[src/rtl/dkc_regwin_pkg.sv]
package dkc_regwin_pkg;
  localparam int SLOT_W = 4;
  localparam logic [SLOT_W-1:0] SL_DMA0  = 4'd0;
  localparam logic [SLOT_W-1:0] SL_SECT  = 4'd3;
  localparam logic [SLOT_W-1:0] SL_HEAD  = 4'd4;
  localparam logic [SLOT_W-1:0] SL_CYL   = 4'd5;
  localparam logic [SLOT_W-1:0] SL_SCNT  = 4'd6;
  localparam logic [SLOT_W-1:0] SL_RETRY = 4'd7;
  localparam logic [SLOT_W-1:0] SL_MODE  = 4'd8;
  localparam logic [SLOT_W-1:0] SL_TERM  = 4'd9;
  localparam logic [SLOT_W-1:0] SL_DATA  = 4'd10;
  localparam logic [7:0]        CMD_CLEAR  = 8'h00;
  localparam logic [3:0]        CMD_SETPTR = 4'b0100;
endpackage

[src/rtl/dkc_ptr_ctl.sv]
module dkc_ptr_ctl
  import dkc_regwin_pkg::*;
#(
  parameter int PW = SLOT_W,
  parameter int DW = 8
) (
  input  logic          clk,
  input  logic          rst,
  input  logic          data_acc,
  input  logic          cmd_wr,
  input  logic [DW-1:0] cmd_byte,
  output logic [PW-1:0] ptr,
  output logic          clr_cmd
);
  localparam logic [PW-1:0] LAST = PW'(SL_DATA);

  logic set_cmd;

  always_comb begin
    clr_cmd = cmd_wr && (cmd_byte == DW'(CMD_CLEAR));
    set_cmd = cmd_wr && (cmd_byte[DW-1 -: 4] == CMD_SETPTR);
  end

  always_ff @(posedge clk) begin
    if (rst) begin
      ptr <= '0;
    end else if (clr_cmd) begin
      ptr <= '0;
    end else if (set_cmd) begin
      ptr <= cmd_byte[PW-1:0];
    end else if (data_acc && (ptr < LAST)) begin
      ptr <= ptr + PW'(1);
    end
  end

  p_ptr_step_r1: assert property (@(posedge clk) disable iff (rst)
    (data_acc && !cmd_wr && (ptr < LAST)) |=> (ptr == $past(ptr) + PW'(1)));
  p_ptr_sat_r1: assert property (@(posedge clk) disable iff (rst)
    (data_acc && !cmd_wr && (ptr >= LAST)) |=> $stable(ptr));
  p_ptr_clear_r2: assert property (@(posedge clk) disable iff (rst)
    (cmd_wr && (cmd_byte == '0)) |=> (ptr == '0));
  p_ptr_load_r2: assert property (@(posedge clk) disable iff (rst)
    (cmd_wr && (cmd_byte[DW-1 -: 4] == 4'b0100)) |=> (ptr == $past(cmd_byte[PW-1:0])));
endmodule

[src/rtl/dkc_wr_bank.sv]
module dkc_wr_bank
  import dkc_regwin_pkg::*;
#(
  parameter int DW     = 8,
  parameter int PW     = SLOT_W,
  parameter int DMA_W  = 24,
  parameter int HEAD_W = 4,
  parameter int CYL_W  = 11
) (
  input  logic              clk,
  input  logic              rst,
  input  logic              wr,
  input  logic              clr,
  input  logic [PW-1:0]     ptr,
  input  logic [DW-1:0]     wdata,
  output logic [DMA_W-1:0]  dma_addr,
  output logic [DW-1:0]     des_sect,
  output logic [HEAD_W-1:0] des_head,
  output logic [CYL_W-1:0]  des_cyl,
  output logic [DW-1:0]     sec_cnt,
  output logic [DW-1:0]     retry_cnt,
  output logic [DW-1:0]     mode_reg,
  output logic [DW-1:0]     term_ctl,
  output logic [DW-1:0]     data_reg
);
  localparam int DMA_BYTES = DMA_W / DW;
  localparam int CYL_HI    = CYL_W - DW;

  for (genvar g = 0; g < DMA_BYTES; g++) begin : g_dma
    always_ff @(posedge clk) begin
      if (rst) begin
        dma_addr[g*DW +: DW] <= '0;
      end else if (wr && (ptr == PW'(SL_DMA0) + PW'(g))) begin
        dma_addr[g*DW +: DW] <= wdata;
      end
    end
  end

  always_ff @(posedge clk) begin
    if (rst) begin
      des_sect  <= '0;
      des_head  <= '0;
      des_cyl   <= '0;
      term_ctl  <= '0;
    end else if (clr) begin
      des_sect  <= '0;
      des_head  <= '0;
      des_cyl   <= '0;
      term_ctl  <= '0;
    end else if (wr) begin
      case (ptr)
        PW'(SL_SECT): des_sect <= wdata;
        PW'(SL_HEAD): begin
          des_head              <= wdata[HEAD_W-1:0];
          des_cyl[CYL_W-1:DW]   <= wdata[HEAD_W +: CYL_HI];
        end
        PW'(SL_CYL):  des_cyl[DW-1:0] <= wdata;
        PW'(SL_TERM): term_ctl <= wdata;
        default: ;
      endcase
    end
  end

  always_ff @(posedge clk) begin
    if (rst) begin
      sec_cnt   <= '0;
      retry_cnt <= '0;
      mode_reg  <= '0;
      data_reg  <= '0;
    end else if (wr) begin
      case (ptr)
        PW'(SL_SCNT):  sec_cnt   <= wdata;
        PW'(SL_RETRY): retry_cnt <= wdata;
        PW'(SL_MODE):  mode_reg  <= wdata;
        PW'(SL_DATA):  data_reg  <= wdata;
        default: ;
      endcase
    end
  end

  p_dma_own_byte_r3: assert property (@(posedge clk) disable iff (rst)
    (wr && (ptr == PW'(1))) |=> ($stable(dma_addr[DW-1:0]) && $stable(dma_addr[DMA_W-1 -: DW])));
  p_clear_fields_r10: assert property (@(posedge clk) disable iff (rst)
    clr |=> ((term_ctl == '0) && (des_sect == '0) && (des_head == '0) && (des_cyl == '0)));
  p_clear_keeps_r10: assert property (@(posedge clk) disable iff (rst)
    clr |=> ($stable(mode_reg) && $stable(dma_addr) && $stable(data_reg)));
  p_high_slot_inert_r11: assert property (@(posedge clk) disable iff (rst)
    (wr && !clr && (ptr > PW'(SL_DATA))) |=> ($stable(data_reg) && $stable(term_ctl) && $stable(dma_addr)));
endmodule

[src/rtl/dkc_rd_mux.sv]
module dkc_rd_mux
  import dkc_regwin_pkg::*;
#(
  parameter int DW     = 8,
  parameter int PW     = SLOT_W,
  parameter int DMA_W  = 24,
  parameter int HEAD_W = 4,
  parameter int CYL_W  = 11
) (
  input  logic              clk,
  input  logic              rst,
  input  logic              rd_data,
  input  logic              rd_stat,
  input  logic [PW-1:0]     ptr,
  input  logic [DMA_W-1:0]  dma_addr,
  input  logic [DW-1:0]     des_sect,
  input  logic [DW-1:0]     data_reg,
  input  logic [HEAD_W-1:0] cur_head,
  input  logic [CYL_W-1:0]  cur_cyl,
  input  logic [DW-1:0]     chip_stat,
  input  logic [DW-1:0]     drv_stat,
  input  logic [DW-1:0]     irq_stat,
  output logic [DW-1:0]     rdata
);
  localparam int DMA_BYTES = DMA_W / DW;
  localparam int CYL_HI    = CYL_W - DW;
  localparam int PAD_W     = DW - CYL_HI - HEAD_W;

  logic [DW-1:0] slot_val;

  always_comb begin
    slot_val = '0;
    for (int i = 0; i < DMA_BYTES; i++) begin
      if (ptr == PW'(i)) slot_val = dma_addr[i*DW +: DW];
    end
    case (ptr)
      PW'(SL_SECT): slot_val = des_sect;
      PW'(SL_HEAD): slot_val = {{PAD_W{1'b0}}, cur_cyl[CYL_W-1:DW], cur_head};
      PW'(SL_CYL):  slot_val = cur_cyl[DW-1:0];
      PW'(SL_MODE): slot_val = chip_stat;
      PW'(SL_TERM): slot_val = drv_stat;
      PW'(SL_DATA): slot_val = data_reg;
      default: ;
    endcase
  end

  always_ff @(posedge clk) begin
    if (rst) begin
      rdata <= '0;
    end else if (rd_stat) begin
      rdata <= irq_stat;
    end else if (rd_data) begin
      rdata <= slot_val;
    end
  end

  p_count_slots_read_zero_r7: assert property (@(posedge clk) disable iff (rst)
    (rd_data && ((ptr == PW'(6)) || (ptr == PW'(7)))) |=> (rdata == '0));
  p_status_slots_r8: assert property (@(posedge clk) disable iff (rst)
    (rd_data && (ptr == PW'(8))) |=> (rdata == $past(chip_stat)));
  p_high_slot_zero_r11: assert property (@(posedge clk) disable iff (rst)
    (rd_data && (ptr > PW'(10))) |=> (rdata == '0));
  p_rdata_hold_r12: assert property (@(posedge clk) disable iff (rst)
    (!rd_data && !rd_stat) |=> $stable(rdata));
  p_irq_read_r12: assert property (@(posedge clk) disable iff (rst)
    rd_stat |=> (rdata == $past(irq_stat)));
endmodule

[src/rtl/dkc_regwin.sv]
module dkc_regwin
  import dkc_regwin_pkg::*;
#(
  parameter int DW     = 8,
  parameter int PW     = SLOT_W,
  parameter int DMA_W  = 24,
  parameter int HEAD_W = 4,
  parameter int CYL_W  = 11
) (
  input  logic              clk,
  input  logic              rst,
  input  logic              wr_en,
  input  logic              rd_en,
  input  logic              port_sel,
  input  logic [DW-1:0]     wdata,
  output logic [DW-1:0]     rdata,
  input  logic [HEAD_W-1:0] cur_head,
  input  logic [CYL_W-1:0]  cur_cyl,
  input  logic [DW-1:0]     chip_stat,
  input  logic [DW-1:0]     drv_stat,
  input  logic [DW-1:0]     irq_stat,
  output logic [PW-1:0]     reg_ptr,
  output logic [DMA_W-1:0]  dma_addr,
  output logic [DW-1:0]     des_sect,
  output logic [HEAD_W-1:0] des_head,
  output logic [CYL_W-1:0]  des_cyl,
  output logic [DW-1:0]     sec_cnt,
  output logic [DW-1:0]     retry_cnt,
  output logic [DW-1:0]     mode_reg,
  output logic [DW-1:0]     term_ctl,
  output logic [DW-1:0]     data_reg
);
  logic data_wr, data_rd, data_acc, cmd_wr, stat_rd, clr_cmd;

  always_comb begin
    data_wr  = wr_en && !port_sel;
    data_rd  = rd_en && !port_sel;
    data_acc = data_wr || data_rd;
    cmd_wr   = wr_en && port_sel;
    stat_rd  = rd_en && port_sel;
  end

  dkc_ptr_ctl #(.PW(PW), .DW(DW)) u_ptr (
    .clk(clk), .rst(rst), .data_acc(data_acc), .cmd_wr(cmd_wr),
    .cmd_byte(wdata), .ptr(reg_ptr), .clr_cmd(clr_cmd)
  );

  dkc_wr_bank #(.DW(DW), .PW(PW), .DMA_W(DMA_W), .HEAD_W(HEAD_W), .CYL_W(CYL_W)) u_wr (
    .clk(clk), .rst(rst), .wr(data_wr), .clr(clr_cmd), .ptr(reg_ptr), .wdata(wdata),
    .dma_addr(dma_addr), .des_sect(des_sect), .des_head(des_head), .des_cyl(des_cyl),
    .sec_cnt(sec_cnt), .retry_cnt(retry_cnt), .mode_reg(mode_reg),
    .term_ctl(term_ctl), .data_reg(data_reg)
  );

  dkc_rd_mux #(.DW(DW), .PW(PW), .DMA_W(DMA_W), .HEAD_W(HEAD_W), .CYL_W(CYL_W)) u_rd (
    .clk(clk), .rst(rst), .rd_data(data_rd), .rd_stat(stat_rd), .ptr(reg_ptr),
    .dma_addr(dma_addr), .des_sect(des_sect), .data_reg(data_reg),
    .cur_head(cur_head), .cur_cyl(cur_cyl), .chip_stat(chip_stat),
    .drv_stat(drv_stat), .irq_stat(irq_stat), .rdata(rdata)
  );

  p_status_read_keeps_ptr_r12: assert property (@(posedge clk) disable iff (rst)
    (stat_rd && !wr_en) |=> $stable(reg_ptr));
  p_other_cmd_inert_r2: assert property (@(posedge clk) disable iff (rst)
    (cmd_wr && (wdata != '0) && (wdata[DW-1 -: 4] != 4'b0100)) |=> ($stable(reg_ptr) && $stable(term_ctl) && $stable(des_cyl)));
endmodule

[config.mk]
export PLATFORM = sky130hd
export DESIGN_NAME = dkc_regwin
export DESIGN_NICKNAME = d
export VERILOG_FILES = /design/src/rtl/dkc_regwin_pkg.sv /design/src/rtl/dkc_ptr_ctl.sv /design/src/rtl/dkc_wr_bank.sv /design/src/rtl/dkc_rd_mux.sv /design/src/rtl/dkc_regwin.sv
export SDC_FILE = /design/constraint.sdc
export NUM_CORES = 1
export LEC_CHECK = 0
export BUFFER_PORTS_ARGS = -buffer_cell sky130_fd_sc_hd__buf_2
export CORE_UTILIZATION = 25
export DETAILED_ROUTE_END_ITERATION = 8
export PLACE_DENSITY = 0.5
export SYNTH_ARGS = -nofsm -noshare
export SYNTH_HDL_FRONTEND = slang
export SYNTH_HIERARCHICAL = 1
export SYNTH_SLANG_ARGS = --single-unit
[constraint.sdc]
create_clock -name clk -period 3.1 [get_ports clk]
set_input_delay 0.62 -clock clk [delete_from_list [all_inputs] [get_ports clk]]
set_output_delay 0.62 -clock clk [all_outputs]
set_load 0.05 [all_outputs]
==> results.yml <==
status:
  status: "completed"
routing:
  wl_met2_mm: 7.66
  first_pass_iters: 4
  postRouteAntennaNets: 0
  drtIter0Drc: 236
  vias: 4109
  wl_met3_um: 893
  vias_per_cell: 4.71
  drc_errors: 0
  drt-met1-wl_mm: 7.33
  top_layer: "met4"
  drt-wirelength-per-cell_um: 18.5
  finalWirelength_mm: 16.1
clock_network:
  cts_tree: "yes"
  cts.path.max_buffers: 2
  root_buffer: "clkbuf_16"
  insertion_delay_ns: 0.35
  numCtsBuffers: 9
  cts_setup_buffers: 0
  cts_sinks: 99
  cts_hold_buf: 0
  ctsResizeCount: 0
  htreeDepth: 3
  cts.clk_slew.worst_paths_ns: 0.07
setup_path:
  endpoint_kind: "output pin"
  cp.arrival_ns: 1.73
  r2r_cells: 4
  critPathBufInv: 1
  worstReg2RegStart: "u_ptr/ptr[1]"
  cp-start-kind: "register"
  crit_cells: 1
  worst_ep_required_time_ns: 2.48
  path_cells: "buf_2"
  crit_slowest_cell: "dfxtp_1"
  critPathMaxStageDelay_ns: 0.95
  cp-startpoint: "u_ptr/ptr[1]"
  path_delay_family: "flip-flops"
  crit_type: "reg -> out"
  cp_max_fo: 26
die:
  io_pins: 151
  rows: 50
  die_area_sq_mm: 0.0197
  initial_core_util_pct: 25.6
  core_area_sq_mm: 0.0187
  dieWidth_um: 140
  die_h_um: 140
sta:
  tns_ns: 0
  setup_ws_ns: 0.754
  relSlewSlack_pct: 36.3
  hold_violations: 0
  period_needed_ns: 2.35
  setup_viol_count_final: 0
  clock_skew_ns: 0.00710
  worstMarginPinSlew_ns: 0.954
  fmax_ghz: 0.426
  period_share_pct: 75.7
  drv_slew: 0
  rsz0062_at_grt: "false"
grt:
  grt_pass1_wl_mm: 24.5
  grt_max_degree: 45
  antenna_found_initial: 0
  grt_pass1_vias: 4154
  grt.overflow.total: 0
  track_usage_pct: 16.6
synthesis:
  netlist_area_sq_mm: 0.00478
  syn_area_per_cell_sq_um: 9.74
  synth_fp_nets: 544
  synthDistinctLibCells: 56
  ys_ff_latch: 99
  yosysSeqAreaShare_pct: 41.5
  ys_warn_count: 6
  async_flop_share_pct: 0
  synth_edf_count: 0
  syn_inst: 491
  synth_top_flop_cell: "dfxtp_1"
cells_and_area:
  area_delta_synth_final_pct: 25.0
  regMostFlops: "u_wr/dma_addr"
  top_regs: "u_wr/dma_addr (24), u_wr/des_cyl (11)"
  n_antenna_cell: 0
  drive_above_1_share_pct: 31.8
  largest_reg_flops: 24
  fin_nets: 687
  layout_commonest_cell: "buf_2"
  mostFrequentLayoutCells: "buf_2 (150), dfxtp_1 (98), mux2i_1 (95)"
power:
  vdd_drop_max_uv: 254
  power_density_mw_per_mm2: 464
  leakage_nw: 2.93
placement:
  place_ws_ns: 0.823
  hpwl_mm: 12.2
  port_buffers: 150
  gp_congestion: 0.818
worst_hold_path:
  hold_start: "irq_stat[4]"
  hold_depth: 3
  hp-class: "in -> reg"
run:
  maxCapViolCount: 0
==> worst register-to-register path, stage by stage (launching register included) <==
cell and delay, ns:
dfxtp_1 0.95, nor2b_2 0.42, a21oi_1 0.11, nor4_1 0.41, a211o_1 0.15
==> through the flow <==
stage / hold slack, ns / cell area [sq um] / cells / power, mW / utilization [%]
final: 0.460 / 5980 / 873 / 2.77 / 32.0
after global routing: 0.459 / 5980 / 873 / 2.90 / 32.0
after CTS: 0.445 / 5980 / 873 / 2.81 / 32.0
after detailed placement: 0.453 / 5710 / 857 / 1.74 / 30.5
after global placement: 0.448 / 5710 / 857 / 1.74 / 30.5
after floorplan: 0.674 / 4780 / 491 / 1.61 / -
==> cells in the mapped netlist (2+ instances only) <==
cell / instances / area (sq um)
mux2i_1: 95 / 951
a22o_1: 3 / 26.3
and2b_1: 5 / 37.5
o21ai_1: 2 / 10.0
o22ai_1: 5 / 31.3
and2_2: 2 / 15.0
a22oi_1: 6 / 45.0
a32oi_1: 4 / 35.0
nor2b_1: 6 / 37.5
buf_6: 8 / 90.1
o21ai_0: 22 / 110
a211oi_1: 5 / 37.5
inv_1: 6 / 22.5
dfxtp_1: 99 / 1980
nand3_1: 7 / 35.0
and3_1: 5 / 31.3
nand2_2: 9 / 56.3
buf_2: 7 / 35.0
and3b_1: 2 / 17.5
nand2b_1: 67 / 419
a21oi_1: 8 / 40.0
nand3b_1: 2 / 15.0
nor3_1: 4 / 20.0
nand2_1: 55 / 206
nor2_1: 15 / 56.3
mux2_2: 4 / 45.0
clkbuf_1: 9 / 33.8
==> per-layer routing <==
metal,vias up,global-route usage (%)
li1,2008,-
met1,1971,20.9
met2,113,27.8
met3,17,4.07
met4,0,5.49
met5,-,0
==> where the power goes <==
group	internal, mW	switching [mW]	total [mW]
sequential	1.29	0.0285	1.32
clock	0.545	0.519	1.06
combinational	0.132	0.253	0.384
total	1.97	0.801	2.77
==> logic make-up (layout without fill, tap and decap cells) <==
| group | count (synthesis) | in the layout | share of synthesized area (%) |
|---|---|---|---|
| AOI/OAI and AO/OA | 66 | 66 | 9.37 |
| muxes | 101 | 101 | 21.7 |
| xor gates and xnor gates | 1 | 1 | 0.183 |
| DFF | 99 | 99 | 41.5 |
| adders and majority gates | 1 | 1 | 0.262 |
| buffers and inverters | 32 | 180 | 4.27 |
| and+or+nand+nor | 191 | 191 | 22.8 |
==> final timing paths <==
kind                       to  slack (ns)
min             u_rd/rdata[4]        0.46
min reg2reg  u_wr/term_ctl[4]        0.46
max                reg_ptr[1]        0.75
max reg2reg     u_rd/rdata[3]        1.01
==> final cells by class <==
type                    count  area [sq um]
multi-input cells         360          2600
inverters                   6          22.5
clock inverters             6          41.3
repair buffers            158           811
well taps                 234           293
clock buffers              10           229
fillers                  1952         12700
flip-flops and latches     99          1980
Note: power is estimated with default switching activity, not from simulation.
